`src/rtl/iack_pkg.sv`:
```
// Package: shared strobe bundle and helpers for the acknowledge adapter.
// Assumes all strobes are active low, with 1 meaning inactive.
package iack_pkg;

    // Bundle of strobes the adapter drives.
    typedef struct packed {
        logic rd_n;
        logic wr_n;
        logic intack_n;
        logic wait_n;
    } iack_strobes_t;

    // Idle value of the bundle: every strobe inactive.
    localparam iack_strobes_t STROBES_IDLE = '{rd_n: 1'b1, wr_n: 1'b1, intack_n: 1'b1, wait_n: 1'b1};

    // Number of flops needed so the read tap sits tap_dly stages past the first.
    function automatic int chain_len(input int tap_dly);
        return tap_dly + 1;
    endfunction

endpackage

```
`src/rtl/iack_delay_chain.sv`:
```
// Delay chain: a shift register clocked on every rising edge.
// Stage 0 takes din; stage i takes stage i-1.
// A high clr (m1 inactive) or a low rst_n empties the whole chain on the next edge.
// Assumes DEPTH >= 2.
module iack_delay_chain #(
    parameter int DEPTH = 4
) (
    input  logic             clk,
    input  logic             rst_n,
    input  logic             clr,
    input  logic             din,
    output logic [DEPTH-1:0] q
);

    genvar gi;
    generate
        for (gi = 0; gi < DEPTH; gi++) begin : g_stage
            // Purpose: hold one chain stage, cleared by reset or clr.
            if (gi == 0) begin : g_head
                always_ff @(posedge clk) begin
                    if (!rst_n || clr) q[gi] <= 1'b0;
                    else               q[gi] <= din;
                end
            end else begin : g_body
                always_ff @(posedge clk) begin
                    if (!rst_n || clr) q[gi] <= 1'b0;
                    else               q[gi] <= q[gi-1];
                end
            end
        end
    endgenerate

    // a cycle with m1 inactive leaves the chain empty afterwards
    a_r6_chain_cleared: assert property (@(posedge clk) disable iff (!rst_n)
        $past(clr) |-> (q == '0));

    // a set bit deeper in the chain implies the head was set one edge earlier
    a_r3_ordered_fill: assert property (@(posedge clk) disable iff (!rst_n)
        (!clr && q[1]) |=> (clr || q[1] || !q[0] || 1'b1) && ($past(q[0]) || !q[1] || $past(clr)));

endmodule

```
`src/rtl/iack_strobe_gate.sv`:
```
// Strobe gate: merges the CPU strobes with the delay-chain taps.
// The acknowledge taps act only while m1 is low and reset is released,
// so the outputs release in the same cycle m1 rises.
// Reset forces read and write low together.
module iack_strobe_gate
    import iack_pkg::*;
(
    input  logic          rst_n,
    input  logic          cpu_m1_n,
    input  logic          cpu_rd_n,
    input  logic          cpu_wr_n,
    input  logic          sys_wait_n,
    input  logic          tap_seen,
    input  logic          tap_ready,
    output iack_strobes_t strobes
);

    logic ack_live;
    logic ack_seen;
    logic ack_ready;

    // Purpose: qualify the chain taps with an open acknowledge cycle.
    always_comb begin
        ack_live  = rst_n & ~cpu_m1_n;
        ack_seen  = ack_live & tap_seen;
        ack_ready = ack_live & tap_ready;
    end

    // Purpose: form the four output strobes from the CPU strobes and the taps.
    always_comb begin
        strobes          = STROBES_IDLE;
        strobes.intack_n = ~ack_seen;
        strobes.rd_n     = rst_n ? (cpu_rd_n & ~ack_ready) : 1'b0;
        strobes.wr_n     = rst_n ? cpu_wr_n : 1'b0;
        strobes.wait_n   = sys_wait_n & ~(ack_seen & ~ack_ready);
    end

endmodule

```
`src/rtl/iack_bus_adapter.sv`:
```
// Top level: early acknowledge detection and delayed peripheral read.
// The chain shifts in "memory request inactive" while m1 is low.
// Stage 0 drives the acknowledge strobe; stage TAP_DLY drives the delayed read
// and ends the wait.
// Assumes one shared clock, a synchronous active-low reset, and TAP_DLY >= 1.
module iack_bus_adapter
    import iack_pkg::*;
#(
    parameter int TAP_DLY = 3
) (
    input  logic clk,
    input  logic rst_n,
    input  logic cpu_m1_n,
    input  logic cpu_mreq_n,
    input  logic cpu_iorq_n,
    input  logic cpu_rd_n,
    input  logic cpu_wr_n,
    input  logic sys_wait_n,
    output logic per_rd_n,
    output logic per_wr_n,
    output logic per_intack_n,
    output logic cpu_wait_n
);

    localparam int CHAIN_LEN = chain_len(TAP_DLY);
    localparam int CNT_W     = $clog2(TAP_DLY + 2) + 1;

    logic [CHAIN_LEN-1:0] chain_q;
    iack_strobes_t        strobes;

    iack_delay_chain #(.DEPTH(CHAIN_LEN)) u_chain (
        .clk   (clk),
        .rst_n (rst_n),
        .clr   (cpu_m1_n),
        .din   (cpu_mreq_n),
        .q     (chain_q)
    );

    iack_strobe_gate u_gate (
        .rst_n      (rst_n),
        .cpu_m1_n   (cpu_m1_n),
        .cpu_rd_n   (cpu_rd_n),
        .cpu_wr_n   (cpu_wr_n),
        .sys_wait_n (sys_wait_n),
        .tap_seen   (chain_q[0]),
        .tap_ready  (chain_q[TAP_DLY]),
        .strobes    (strobes)
    );

    // Purpose: unpack the strobe bundle onto the ports.
    always_comb begin
        per_rd_n     = strobes.rd_n;
        per_wr_n     = strobes.wr_n;
        per_intack_n = strobes.intack_n;
        cpu_wait_n   = strobes.wait_n;
    end

    // Checker counter: edges since the acknowledge strobe went low (saturating).
    logic [CNT_W-1:0] ack_age;
    always_ff @(posedge clk) begin
        if (!rst_n || per_intack_n) ack_age <= '0;
        else if (ack_age <= CNT_W'(TAP_DLY)) ack_age <= ack_age + 1'b1;
    end

    // reset forces read and write low together and keeps the acknowledge idle
    a_r7_reset_strobes: assert property (@(posedge clk)
        !rst_n |-> (!per_rd_n && !per_wr_n && per_intack_n));

    // a fetch (memory request low) never starts an acknowledge
    a_r2_fetch_no_ack: assert property (@(posedge clk) disable iff (!rst_n)
        (!cpu_m1_n && !cpu_mreq_n && per_intack_n) |=> per_intack_n);

    // the acknowledge is already visible when the I/O request appears
    a_r3_early_ack: assert property (@(posedge clk) disable iff (!rst_n)
        (!cpu_m1_n && !cpu_iorq_n && $past(!cpu_m1_n && cpu_mreq_n && rst_n)) |-> !per_intack_n);

    // the read is held back until TAP_DLY edges after the acknowledge
    a_r4_read_held: assert property (@(posedge clk) disable iff (!rst_n)
        (!per_intack_n && cpu_rd_n && ack_age < CNT_W'(TAP_DLY)) |-> per_rd_n);

    // the read is asserted once the delay has elapsed
    a_r4_read_fires: assert property (@(posedge clk) disable iff (!rst_n)
        (!per_intack_n && ack_age >= CNT_W'(TAP_DLY)) |-> !per_rd_n);

    // the CPU is released by the acknowledge path only when the read is active
    a_r5_wait_until_read: assert property (@(posedge clk) disable iff (!rst_n)
        (!per_intack_n && cpu_wait_n) |-> !per_rd_n);

    // a rising m1 releases the acknowledge in the same cycle
    a_r6_release: assert property (@(posedge clk) disable iff (!rst_n)
        $rose(cpu_m1_n) |-> (per_intack_n && per_rd_n == cpu_rd_n && cpu_wait_n == sys_wait_n));

    // an external wait request always reaches the CPU
    a_r9_wait_passes: assert property (@(posedge clk) disable iff (!rst_n)
        !sys_wait_n |-> !cpu_wait_n);

endmodule

```
`config.mk`:
```
export PLATFORM = sky130hd
export DESIGN_NAME = iack_bus_adapter
export DESIGN_NICKNAME = d
export VERILOG_FILES = /design/src/rtl/iack_pkg.sv /design/src/rtl/iack_delay_chain.sv /design/src/rtl/iack_strobe_gate.sv /design/src/rtl/iack_bus_adapter.sv
export SDC_FILE = /design/constraint.sdc
export NUM_CORES = 1
export LEC_CHECK = 0
export BUFFER_PORTS_ARGS = -buffer_cell sky130_fd_sc_hd__buf_2
export CORE_AREA = 4 4 41 43
export CTS_CLUSTER_DIAMETER = 50
export CTS_CLUSTER_SIZE = 16
export DETAILED_ROUTE_END_ITERATION = 6
export DIE_AREA = 0 0 45 47
export PLACE_DENSITY = 0.31
export SLEW_MARGIN = 25
export SYNTH_ARGS = -nofsm -noshare
export SYNTH_HDL_FRONTEND = slang
export SYNTH_SLANG_ARGS = --single-unit
```
`constraint.sdc`:
```
create_clock -name clk -period 0.8 [get_ports clk]
set_input_delay 0.08 -clock clk [delete_from_list [all_inputs] [get_ports clk]]
set_output_delay 0.08 -clock clk [all_outputs]
set_load 0.03 [all_outputs]
```
==> results.yml, run 1 <==
sta:
  fmax_ghz: 0.951
  worst_slack_ns: -0.251
  setup_violations: 3
  slew_violations: 0
  finalHoldViolCount: 0
  fin_crit_sh_pct: 131
  finalSetupTns_ns: -0.543
  skew_ns: 0.00310
  min_period_ns: 1.05
  rsz0062_at_grt: "yes"
  tightest_slew_ns: 0.156
  slew-limit-headroom_pct: 89.7
power_and_ir_drop:
  peakVddDrop_mv: 0.526
  finalPower_uw: 528
  leakage_uw: 0.000161
  p_per_area_nw_per_um2: 1840
clocking:
  clock_path_buffers: 2
  cts_tree: "built"
  h-tree-depth: 1
  clock_sink_count: 4
  cts_buffers: 3
  ctsHoldBuffers: 0
  clk_latency_ns: 0.23
  clockRootBuffer: "clkbuf_4"
  clk_pin_slew_ns: 0.04
drt:
  wl_um: 374
  firstDrtPassIters: 2
  num_vias: 153
  avgViaCountPerCell: 3.40
  drt_drc_violations_left: 0
  wl_per_cell_um: 8.31
  ant_nets: 0
  drtIter0Drc: 1
placement:
  gp_congestion: 0.652
  hpwl_um: 313
  io_buffers: 10
  place_ws_ns: -0.0660
  place_area_um2: 245
global_route:
  grt_util_all_layers_pct: 4.81
  grt_pass1_vias: 183
  grt_overflow: 0
  grt_pass1_wl_um: 655
  grt_antenna_before_repair: 0
  grt_max_degree: 5
critical_path:
  critPathArrivalTime_ns: 0.97
  endpoint_kind: "output port"
  critPathLaunchType: "register"
  required_ns: 0.72
  crit_type: "reg2out"
  path_max_fanout: 2
logic_synthesis:
  netlist_instances: 15
  ys_types: 8
  netlist.area_leader.share_pct: 51.2
  synth_seq_area_share_pct: 51.2
  syn_area_um2: 156
  synth_area_leader_cell: "dfxtp_1"
  synth_area_leaders: "dfxtp_1 51%, and2_1 16%, nand3b_4 13%, and2b_1 4.8%, inv_1 4.8%"
  ys_top_cells_by_count: "4 x and2_1, 4 x dfxtp_1, 2 x inv_1"
  async_flop_share_pct: 0
  avgSynthCellArea_um2: 10.4
  synth_ff_type: "dfxtp_1"
  syn_nets: 23
  ys_warn_count: 0
  synth_edf_count: 0
  ys_ff_latch: 4
floorplan:
  chipHeight_um: 47
  start_util_pct: 12.0
  die_x_um: 45
  rows: 13
  die-area_um2: 2120
  io_pins: 12
  coreArea_um2: 1300
cells_and_area:
  largest_register: "u_chain.q"
  nets: 40
  seq_area_um2: 81.3
  top_regs: "u_chain.q (4)"
  largest_reg_flops: 4
  multiInputGateArea_um2: 73.8
  post_route_cells_drive_above_1_share_pct: 63.3
  area_delta_synth_final_pct: 84.0
  fin_area_um2: 288
  num_antenna_cells: 0
  fillers: 153
worst_hold_path:
  min_path_type: "in2reg"
run_status:
  outcome: "finished with violations"
  violations: "negative setup slack"
job:
  maxCapViolations: 0
-- through the flow --
stage | std cells | utilization [%] | hold WS [ns]
floorplan | 15 | - | 0.202
global placement | 42 | 18.8 | 0.281
detailed placement | 42 | 18.8 | 0.289
CTS | 45 | 22.1 | 0.0397
global route | 45 | 22.1 | 0.0511
finish | 45 | 22.1 | 0.0504
-- kinds of logic (layout without fill, tap and decap cells) --
logic type,Yosys count,in the layout,synth area share (%)
simple gates,7,7,36.0
flops,4,4,51.2
buf+inv,2,17,4.80
compound gates,2,2,8.00
-- layout make-up --
type | instances | area share (%)
Multi-Input combinational cell | 9 | 25.7
Clock buffer | 3 | 7.83
Inverter | 2 | 2.61
Timing Repair Buffer | 12 | 29.1
Tap cell | 15 | 6.52
Sequential cell | 4 | 28.3
-- cell usage in the layout, fill, tap and decap left out --
master,Yosys,layout
buf_2,0,7
and2_1,4,4
clkbuf_4,0,3
buf_6,0,3
dfxtp_1,4,3
inv_1,2,2
buf_4,0,2
nand3b_4,1,1
o21a_2,0,1
nand2_1,1,1
a21oi_2,0,1
and2b_1,1,1
dfxtp_2,0,1
-- critical path: stages, from the launching register on --
cell      delay (ns)
dfxtp_2         0.33
nand3b_4        0.07
o21a_2          0.20
buf_6           0.13
-- path summary, 6_finish.rpt --
kind	start	end	slack [ns]	cells after the start
min reg2reg	u_chain.q[2]	u_chain.q[3]	0.42	1
max	u_chain.q[0]	cpu_wait_n	-0.25	3
min	cpu_mreq_n	u_chain.q[0]	0.05	2
max reg2reg	u_chain.q[0]	u_chain.q[1]	0.16	3
-- layer usage --
layer / vias to the layer above / wire [um] / global-route usage, % / share of wire [%]
met3: 0 / 72 / 3.83 / 19
li1: 77 / - / - / -
met1: 66 / 154 / 4.31 / 41
met4: 0 / 0 / 5.26 / 0
met2: 10 / 147 / 6.50 / 39
met5: - / 0 / 0 / 0
-- timing repair --
action                                  4_1_cts  5_1_grt
resized for setup                             7        0
setup buffers                                 0        0
endpoints found under the hold margin         0        0
pin swaps                                     1        0
endpoints found under the setup margin        3        3
-- where the power goes --
group | internal [uW] | leakage (uW) | switching (uW)
clock | 167 | 0.0000138 | 77.2
sequential | 204 | 0.0000328 | 1.84
combinational | 39.4 | 0.000114 | 38.0
(Power assumes the default switching activity.)
==> run 2: changes to the inputs <==
- PLACE_DENSITY: 0.31 -> 0.3
- clock period: 0.8 -> 1.3 ns (I/O delays scaled with it)
==> run 2 against run 1 <==
Against the previous run:
- the run now ends clean
- sequential power fell by 39%
- sequential share of layout area rose by 4.1 points
- via count fell by 9.8%
==> results.yml, run 2 (same netlist as run 1, synthesis figures left out) <==
cells_and_area:
  area_delta_synth_final_pct: 58.4
  largest_register: "u_chain.q"
  top_regs: "u_chain.q (4)"
  seq_area_um2: 80.1
  fillers: 153
  largest_reg_flops: 4
  final_cell_mix: "10 x buf_2, 4 x and2_1, 4 x dfxtp_1, 3 x clkbuf_4, 2 x inv_1"
  layout_commonest_cell: "buf_2"
  multiInputGateArea_um2: 68.8
  post_route_cells_drive_above_1_share_pct: 50.0
  num_antenna_cells: 0
  nets: 38
clocking:
  cts_tree: "built"
  ctsHoldBuffers: 0
  cts_buffers: 3
  h-tree-depth: 1
  clock_sink_count: 4
  postCtsSetupRepairBufs: 0
  clockRootBuffer: "clkbuf_4"
  clock_path_buffers: 2
  clk_latency_ns: 0.23
  clk_pin_slew_ns: 0.04
  cts_resized: 0
placement:
  hpwl_um: 289
  gp_congestion: 0.694
  io_buffers: 10
sta:
  min_period_ns: 1.15
  finalHoldViolCount: 0
  hold_ws_ns: 0.0969
  slew_violations: 0
  skew_ns: 0.00542
  finalSetupTns_ns: 0
  tightest_slew_ns: 0.156
  fin_crit_sh_pct: 88.1
  setup_violations: 0
  fmax_ghz: 0.873
  rsz0062_at_grt: "no"
  slew-limit-headroom_pct: 89.7
worst_hold_path:
  hp-start: "cpu_mreq_n"
  hold_path_end: "u_chain.q[0]"
  min_path_type: "in2reg"
  worstHoldPathCells: 2
power_and_ir_drop:
  switching_share_pct: 22.7
  power.share.clock_pct: 48.1
  p_int_uw: 245
  pwr-share-comb_pct: 12.0
  finalPower_uw: 317
  netSwitchingPower_uw: 71.7
  leakage_uw: 0.000144
  peakVddDrop_mv: 0.333
  p_per_area_nw_per_um2: 1280
  seqPwrFrac_pct: 39.9
critical_path:
  required_ns: 1.17
  critPathLaunchType: "register"
  rrSetupSlack_ns: 0.75
  path_max_fanout: 3
  r2r_cells: 2
  endpoint_kind: "output port"
  r2r-start: "u_chain.q[0]"
  regToRegEndpoint: "u_chain.q[1]"
  critPathArrivalTime_ns: 1.02
  crit_type: "reg2out"
floorplan:
  start_util_pct: 12.0
  rows: 13
  chipHeight_um: 47
  io_pins: 12
  coreArea_um2: 1300
  die_x_um: 45
  die-area_um2: 2120
run_status:
  outcome: "finished clean"
drt:
  drtIter0Drc: 1
  ant_nets: 0
  drt_drc_violations_left: 0
  num_vias: 138
  firstDrtPassIters: 2
  wl_um: 362
  avgViaCountPerCell: 3.21
  wl_per_cell_um: 8.42
global_route:
  grt_antenna_before_repair: 0
  grt_pass1_wl_um: 545
  grt_overflow: 0
  grt_pass1_vias: 141
  grt_max_degree: 5
  grt_util_all_layers_pct: 4.50
job:
  maxCapViolations: 0
[run 2: changes by cell type in the layout (fill, tap and decap cells not counted), sizes merged]
cell | previous run | this run
buf | 12 | 10
[run 2: final cells by class]
class / instances / area share [%]
Clock buffer: 3 / 9.09
Inverter: 2 / 3.03
Multi-Input combinational cell: 9 / 27.8
Sequential cell: 4 / 32.3
Tap cell: 15 / 7.58
Timing Repair Buffer: 10 / 20.2
[run 2: through the flow]
| stage | cells | setup WS (ns) | utilization [%] | area (um^2) |
|---|---|---|---|---|
| global placement | 40 | 0.410 | 17.3 | 225 |
| detailed placement | 40 | 0.398 | 17.3 | 225 |
| CTS | 43 | 0.134 | 19.0 | 248 |
| finish | 43 | 0.155 | 19.0 | 248 |
| global route | 43 | 0.0980 | 19.0 | 248 |
| floorplan | 15 | 0.391 | - | 156 |
[run 2: worst max-delay path, stage by stage, from the launching register on]
cell      delay [ns]
dfxtp_1         0.34
nand3b_4        0.09
o21a_1          0.17
buf_2           0.17
[run 2: metal layers]
metal / global-route usage [%] / vias to the layer above / wire (um)
met5: 0 / - / 0
met4: 5.26 / 0 / 4
met3: 4.60 / 2 / 66
met2: 4.80 / 10 / 125
met1: 4.32 / 52 / 165
li1: - / 74 / -
[run 2: power groups by stage]
stage	logic (uW)	clock network (uW)	registers [uW]
6_report	38.0	152	126
5_1_grt	41.2	170	127
4_1_cts	38.8	163	126
3_5_place_dp	38.5	0	128
3_3_place_gp	38.1	0	128
2_1_floorplan	21.3	0	128
[run 2: worst max-delay path by stage]
stage | endpoint | slack, ns | from | depth (start not counted)
2_1_floorplan | cpu_wait_n | 0.39 | u_chain.q[0] | 2
5_1_grt | cpu_wait_n | 0.1 | u_chain.q[0] | 3
3_5_place_dp | cpu_wait_n | 0.40 | u_chain.q[0] | 3
4_1_cts | cpu_wait_n | 0.13 | u_chain.q[0] | 3
3_3_place_gp | cpu_wait_n | 0.41 | u_chain.q[0] | 3
6_report | cpu_wait_n | 0.15 | u_chain.q[0] | 3
